`src/rtl/ola_seq_buffer.sv`:
```
module ola_seq_buffer #(
  parameter int K    = 2,
  parameter int NFFT = 8,
  parameter int DW   = 16
) (
  input  logic                 clk,
  input  logic                 rst_n,
  input  logic signed [DW-1:0] in_re,
  input  logic signed [DW-1:0] in_im,
  input  logic                 in_valid,
  input  logic                 in_last,
  output logic                 in_ready,
  output logic signed [DW-1:0] out_re,
  output logic signed [DW-1:0] out_im,
  output logic                 out_valid,
  output logic                 out_last,
  input  logic                 out_ready
);
  localparam int HALF  = NFFT / 2;
  localparam int BLK   = K * NFFT;
  localparam int DEPTH = 2 * BLK;
  localparam int AW    = $clog2(DEPTH);
  localparam int SW    = $clog2(BLK);
  localparam int CW    = AW + 1;

  typedef enum logic [2:0] {S_CLR, S_FILL, S_UPD, S_PRIME, S_DRAIN} state_t;
  state_t state;

  logic [2*DW-1:0] buf_mem [DEPTH];
  logic [2*DW-1:0] stg_mem [BLK];

  logic [CW-1:0]   cnt;
  logic [SW-1:0]   sidx;
  logic [AW-1:0]   oidx;
  logic            blk_last;

  logic            p_vld, p_keep, p_add;
  logic [AW-1:0]   p_addr;

  logic [AW-1:0]   buf_raddr, buf_waddr;
  logic [2*DW-1:0] buf_rdata, buf_wdata, stg_rdata;
  logic            buf_we, stg_we;
  logic [SW-1:0]   stg_raddr;

  logic [DW-1:0]   old_re, old_im, add_re, add_im;

  assign in_ready  = (state == S_FILL);
  assign stg_we    = in_ready && in_valid;
  assign out_valid = (state == S_DRAIN);
  assign out_re    = buf_rdata[2*DW-1:DW];
  assign out_im    = buf_rdata[DW-1:0];
  assign out_last  = out_valid && blk_last && (oidx == AW'(BLK-1));

  assign stg_raddr = SW'(cnt - CW'(BLK));

  always_comb begin
    case (state)
      S_UPD:   buf_raddr = AW'(cnt + CW'(HALF));
      S_DRAIN: buf_raddr = out_ready ? oidx + 1'b1 : oidx;
      default: buf_raddr = '0;
    endcase
  end

  assign old_re = p_keep ? buf_rdata[2*DW-1:DW] : '0;
  assign old_im = p_keep ? buf_rdata[DW-1:0]    : '0;
  assign add_re = p_add  ? stg_rdata[2*DW-1:DW] : '0;
  assign add_im = p_add  ? stg_rdata[DW-1:0]    : '0;

  assign buf_we    = (state == S_CLR) || p_vld;
  assign buf_waddr = (state == S_CLR) ? AW'(cnt) : p_addr;
  assign buf_wdata = (state == S_CLR) ? '0 : {old_re + add_re, old_im + add_im};

  always_ff @(posedge clk) begin
    if (buf_we) buf_mem[buf_waddr] <= buf_wdata;
    buf_rdata <= buf_mem[buf_raddr];
    if (stg_we) stg_mem[sidx] <= {in_re, in_im};
    stg_rdata <= stg_mem[stg_raddr];
  end

  always_ff @(posedge clk) begin
    if (!rst_n) begin
      state    <= S_CLR;
      cnt      <= '0;
      sidx     <= '0;
      oidx     <= '0;
      blk_last <= 1'b0;
      p_vld    <= 1'b0;
      p_keep   <= 1'b0;
      p_add    <= 1'b0;
      p_addr   <= '0;
    end else begin
      p_vld  <= (state == S_UPD) && (cnt < CW'(DEPTH));
      p_addr <= AW'(cnt);
      p_keep <= cnt < CW'(DEPTH - HALF);
      p_add  <= cnt >= CW'(BLK);
      case (state)
        S_CLR: begin
          if (cnt == CW'(DEPTH-1)) begin
            cnt   <= '0;
            state <= S_FILL;
          end else begin
            cnt <= cnt + 1'b1;
          end
        end
        S_FILL: begin
          if (in_valid) begin
            blk_last <= blk_last | in_last;
            if (sidx == SW'(BLK-1)) begin
              sidx  <= '0;
              cnt   <= '0;
              state <= S_UPD;
            end else begin
              sidx <= sidx + 1'b1;
            end
          end
        end
        S_UPD: begin
          if (cnt == CW'(DEPTH)) begin
            cnt   <= '0;
            state <= S_PRIME;
          end else begin
            cnt <= cnt + 1'b1;
          end
        end
        S_PRIME: state <= S_DRAIN;
        S_DRAIN: begin
          if (out_ready) begin
            if (oidx == AW'(BLK-1)) begin
              oidx     <= '0;
              blk_last <= 1'b0;
              state    <= S_FILL;
            end else begin
              oidx <= oidx + 1'b1;
            end
          end
        end
        default: state <= S_CLR;
      endcase
    end
  end
endmodule

```
`config.mk`:
```
export PLATFORM = sky130hd
export DESIGN_NAME = ola_seq_buffer
export DESIGN_NICKNAME = d
export VERILOG_FILES = /design/src/rtl/ola_seq_buffer.sv
export SDC_FILE = /design/constraint.sdc
export NUM_CORES = 2
export LEC_CHECK = 0
export ABC_AREA = 1
export BUFFER_PORTS_ARGS = -buffer_cell sky130_fd_sc_hd__buf_2
export CAP_MARGIN = 20
export CORE_ASPECT_RATIO = 0.75
export CORE_MARGIN = 3
export CORE_UTILIZATION = 60
export DETAILED_ROUTE_END_ITERATION = 8
export PLACE_DENSITY = 0.73
export RECOVER_POWER = 25
export REMOVE_ABC_BUFFERS = 1
export SYNTH_ARGS = -nofsm -noshare
export SYNTH_HDL_FRONTEND = slang
export SYNTH_SLANG_ARGS = --single-unit
```
`constraint.sdc`:
```
create_clock -name clk -period 7.9 [get_ports clk]
set_input_delay 1.58 -clock clk [delete_from_list [all_inputs] [get_ports clk]]
set_output_delay 1.58 -clock clk [all_outputs]
set_load 0.01 [all_outputs]
```
After elaboration in Yosys (flattened, before gate mapping):

Memory sizes are Yosys's and may differ from the RTL's. A register that Yosys moved wholly into a read port is not among the register bits.
Index checks and enable logic that the tools add are counted.

* bits in registers: 27
* RAM bits: 1536
* bits of input ports: 37
* output and inout port bits: 35
* word-level logic and storage cells: 79
* memories kept: 2

Memories
* buf_mem: words 32, width 32, read ports 1, clocked after memory_dff 1, write ports 1, line 29 `logic [2*DW-1:0] buf_mem [DEPTH];`
* stg_mem: words 16, width 32, read ports 1, clocked after memory_dff 1, write ports 1, line 30 `logic [2*DW-1:0] stg_mem [BLK];`

* $add $sub $neg: 7
* $lt $le $gt $ge: 3
* equality and inequality tests: 14
* muxes and demuxes: 30
* bitwise logic cells: 1
* reduce and logical (&&, ||, !) cells: 13

Operators with widths (number)
* $mux W16: 4
* $add A16 B16 Y16: 2
* $mux W32: 1
* $mux W6: 4
* $mux W3: 6
* $pmux W6 S3: 1
* $mux W5: 3
* $pmux W3 S5: 1
* $ne A2 B1 Y1 const B: 5
* $pmux W5 S2: 1
* $mux W1: 7
* $add A6 B1 Y6 const B: 1
* $eq A3 B2 Y1 const B: 2
* $eq A6 B5 Y1 const B: 1
* $eq A6 B6 Y1 const B: 1
* $ge A6 B5 Y1 const B: 1
* $lt A6 B5 Y1 const B: 1
* $lt A6 B6 Y1 const B: 1
* $reduce_and A6 Y1: 1
* $add A5 B1 Y5 const B: 1
* $add A5 B3 Y5 const B: 1
* $eq A5 B4 Y1 const B: 1
* $add A4 B1 Y4 const B: 1
* $eq A4 B4 Y1 const B: 1
* other kinds (15): 19

Depth between registers and ports, before layout:

* depth in word-level cells: 4
* mapped depth: 15
* depth with buffers taken out: 14

Least setup slack after synthesis:

Ideal clock, no wire load.

* kind: input port to flip-flop
* from: input port in_valid
* to: memory stg_mem[11][0] in the netlist's numbering, enable pin
* setup time: 0.421 ns
* arrival: 3.522 ns
* required time: 7.479 ns
* slack: 3.958 ns
* stages: 6
* buffers on the path: 0
* path through: inv_1 -> nor2_2 -> inv_1 -> nor2_1 -> nand2_1 -> nor2_1

* word-level cells in the longest chain between the ends: 3

RTL lines
* start, declared: line 10 `input logic in_valid,`
* $logic_and A1 B1 Y1: line 48 `assign stg_we = in_ready && in_valid;`
* $mux W1: line 76 `if (stg_we) stg_mem[sidx] <= {in_re, in_im};`
* $mux W1 (not written as such): line 76
* end, declared: line 30

Every way passes these cells.

Worst setup path in the final report:

* from: register cnt[1]
* to: register buf_rdata[9], read port of buf_mem

* word-level cells in the longest chain between the ends: 2

RTL lines
* start, declared: line 32 `logic [CW-1:0] cnt;`
* start signal, assigned: line 102 `cnt <= cnt + 1'b1;`
* start signal, assigned: line 122 `cnt <= cnt + 1'b1;`
* $add A5 B3 Y5: line 58 `S_UPD: buf_raddr = AW'(cnt + CW'(HALF));`
* $pmux W5 S2: line 57 `case (state)`
* end, declared: line 41 `logic [2*DW-1:0] buf_rdata, buf_wdata, stg_rdata;`

Every way passes these cells.
A chain may end at the register's enable or synchronous reset.

==> results by group <==
Run status
  • Status: finished, violations left
  • Failing checks: capacitance limit, slew limit

Setup path
  • Crit path max fanout: 132
  • Crit. Startpoint: cnt[1]
  • Worst endpoint required time: 8620 ps
  • CP Cell Sequence: clkinvlp_2, nor2_1, nor2_4, buf_4, buf_12, nand3_1, nand3_1, nand3_1, nand3_1, nand2_1
  • Worst path most repeated cell: nand3_1
  • Worst path max stage delay: 1800 ps
  • CP Class: reg -> reg
  • Critical path launch point type: register
  • Arrival @ worst endpoint: 5680 ps
  • Max stage delay cell, worst path: clkinvlp_2
  • CP Capture Type: register
  • Worst r2r src: cnt[1]

Die
  • Core Area: 0.108 mm2
  • Boundary Pins: 72
  • Die Span Y: 294 um
  • Initial core utilization: 0.612
  • Row Count: 104
  • Die area: 0.115 mm2
  • Die W: 390 um

Global routing
  • First-pass GRT wire length: 272000 um
  • Total track usage: 0.318
  • Vias in the first global route: 43.1k
  • GRT overflow: 0
  • Largest net degree at the start of global routing: 225
  • Antenna violations before repair: 7

STA
  • Fin crit period: 4960 ps
  • Skew final: 33.4 ps
  • Final Hold Vio Count: 0
  • Final WS setup: 2940 ps
  • Fmax: 202 MHz
  • Slew headroom: -0.970
  • Hold slack: 479 ps
  • Unrepaired setup endpoints after global routing: false
  • Final Cycle Share: 0.628
  • Slew of the pin with the lowest slew margin: 2950 ps
  • Setup violators final: 0
  • Slew Limit Fails: 133

Detailed routing
  • Average wire per standard cell: 26.3 um
  • Pre-Repair DR Iteration Count: 6
  • Via/cell ratio: 6.56
  • Initial drt markers: 7700
  • Total routed wirelength: 183000 um
  • Via Count: 45.5k
  • Post-route antenna net violation count: 0
  • Drc violations: 0

Synthesis
  • Async SR Flop Fraction: 0
  • Syn_area_per_cell: 12.2 um2
  • Post-synthesis register bit count: 1627
  • Seq/Total Area, Yosys: 0.723
  • Ys Warns: 0
  • Post-synth EDFFs: 1536
  • Cells after Synth: 5435
  • Post-Syn Area: 0.0663 mm2
  • Predominant post-synthesis flop cell: edfxtp_1
  • Synth cell types: 47

Final layout
  • Layout cells sized above 1: 0.0828
  • Core Util, Final: 0.674
  • Nets: 5465
  • Area Growth Syn to Fin: 10.1%
  • Post-Layout Cell Count: 6944
  • Fillers: 7566

Power
  • Peak supply drop: 0.000205 V
  • PD cells: 239 mW/mm2
  • Leak: 26.1 nW

Place
  • Cells after DPL: 6664
  • # port buffers: 71
  • Gpl congestion: 0.885
  • Post-Place Setup Slack: 3070 ps
  • Dpl hpwl: 90200 um

Clock tree
  • Clock Tree Root: clkbuf_16
  • Reg clk slew, reported paths: 70 ps
  • Hold-fix buffers, CTS: 0
  • H-tree level count: 4
  • Num Clock Sinks: 1627
  • Post-CTS Setup Inserts: 0
  • CTS buffer count: 148
  • Clk buf depth: 3
  • PostCTS Resize Cnt: 0
  • Clock Latency Late Sink: 780 ps
  • CTS tree: yes

Worst hold path
  • Min-delay src: cnt[4]
  • Hold Path Class: reg -> reg

Run
  • Max-cap viol count: 4
## path summary, 6_finish.rpt
| kind | endpoint | slack, ps | cells past startpoint |
|---|---|---|---|
| worst max-delay path | buf_rdata[9] | 2940 | 10 |
| worst max register to register | buf_rdata[9] | 2940 | 10 |
| worst min-delay path | p_addr[4] | 480 | 2 |
| worst min register to register | p_addr[4] | 480 | 2 |
## through the flow
stage / area, um2 / total power [mW] / setup TNS (ps)
after global placement: 68100 / 10.3 / 0
after global routing: 73000 / 17.9 / 0
after floorplan: 64500 / 10.0 / -534290
final: 73000 / 17.4 / 0
after detailed placement: 68100 / 10.3 / 0
after CTS: 73100 / 17.5 / 0
## area by class of cell
type	count	area, um2	area share
Antenna cell	6	15.0	0.000206
Clock buffer	197	4110	0.0563
Clock inverter	75	817	0.0112
Inverter	143	549	0.00752
Multi-Input combinational cell	3276	16400	0.225
Sequential cell	1627	48000	0.657
Tap cell	1431	1790	0.0245
Timing Repair Buffer	189	1350	0.0185
## flip-flops by register name, summed over array words and instances, names as in the netlist, 3 cells and up
signal / flops
buf_mem: 1024
stg_mem: 512
buf_rdata: 32
stg_rdata: 32
cnt: 6
oidx: 5
p_addr: 5
sidx: 4
state: 3
## kinds of logic (layout without fill, tap and decap cells)
group                    count (synthesis)  count (layout)  share of synthesized area
AO/OA/AOI/OAI                          525             525                     0.0481
XOR/XNOR                                10              10                    0.00132
adder cells (fa/ha/maj)                 43              43                    0.00834
buffers and inverters                  532             604                     0.0360
flip-flops                            1627            1627                      0.723
other                                    0               6                          0
AND/OR/NAND/NOR                       2698            2698                      0.183
## cell usage after synthesis, types with 2 or more instances
master	count	area share
a21boi_0	2	0.00023
or2_2	6	0.00057
buf_4	27	0.0031
o21bai_1	3	0.00034
a21oi_1	55	0.0042
buf_1	19	0.0011
xor2_1	6	0.00079
nor2_2	3	0.00028
o21ai_0	290	0.022
buf_2	233	0.018
a31oi_1	3	0.00028
nand2_1	743	0.042
o211ai_1	22	0.0025
o21ai_1	3	0.00023
inv_1	137	0.0078
dfxtp_1	91	0.027
nand2_4	2	0.00034
xnor2_1	4	0.00053
nand4_1	3	0.00028
o21a_1	2	0.00023
nand3_1	1545	0.12
nor2_1	378	0.021
fa_1	2	0.00060
a21o_1	4	0.00045
clkinv_1	2	0.00011
o221ai_1	106	0.014
inv_2	4	0.00023
nor3_1	12	0.00091
o22ai_1	22	0.0021
edfxtp_1	1536	0.70
ha_1	41	0.0077
a211oi_1	5	0.00057
clkbuf_1	110	0.0062
## layout by cell type, fill, tap and decap left out, types with 11 or more instances in the layout
master     instances
nand2_1          743
clkinv_1          21
nand3_1         1543
clkbuf_16        153
inv_1            134
o22ai_1           22
clkbuf_1          75
a21oi_1           46
bufinv_16         15
o221ai_1         106
nor3_1            12
o211ai_1          22
clkbuf_8          12
buf_2             37
nor2_1           327
buf_12            11
ha_1              41
o21ai_0          290
edfxtp_1        1536
buf_4             93
nor2_4            49
dfxtp_1           87
clkinv_2          26
## routing by layer
metal,global-route usage,share of wire
met1,0.475,0.38
met3,0.0846,0.15
met2,0.455,0.43
met5,0,0.000071
met4,0.117,0.035
## critical path, delay by kind of cell (launching register included)
| kind | cells | cell delay [ps] |
|---|---|---|
| and+or+nand+nor | 7 | 1510 |
| DFF | 1 | 720 |
| buffers and inverters | 3 | 2410 |
## where the power goes
| part | switching [mW] | internal, mW | total [mW] |
|---|---|---|---|
| Combinational | 0.419 | 0.165 | 0.584 |
| Sequential | 0.102 | 9.45 | 9.55 |
| Clock | 3.12 | 4.17 | 7.29 |
| Total | 3.64 | 13.8 | 17.4 |
Power figures use the tool's default switching activity.
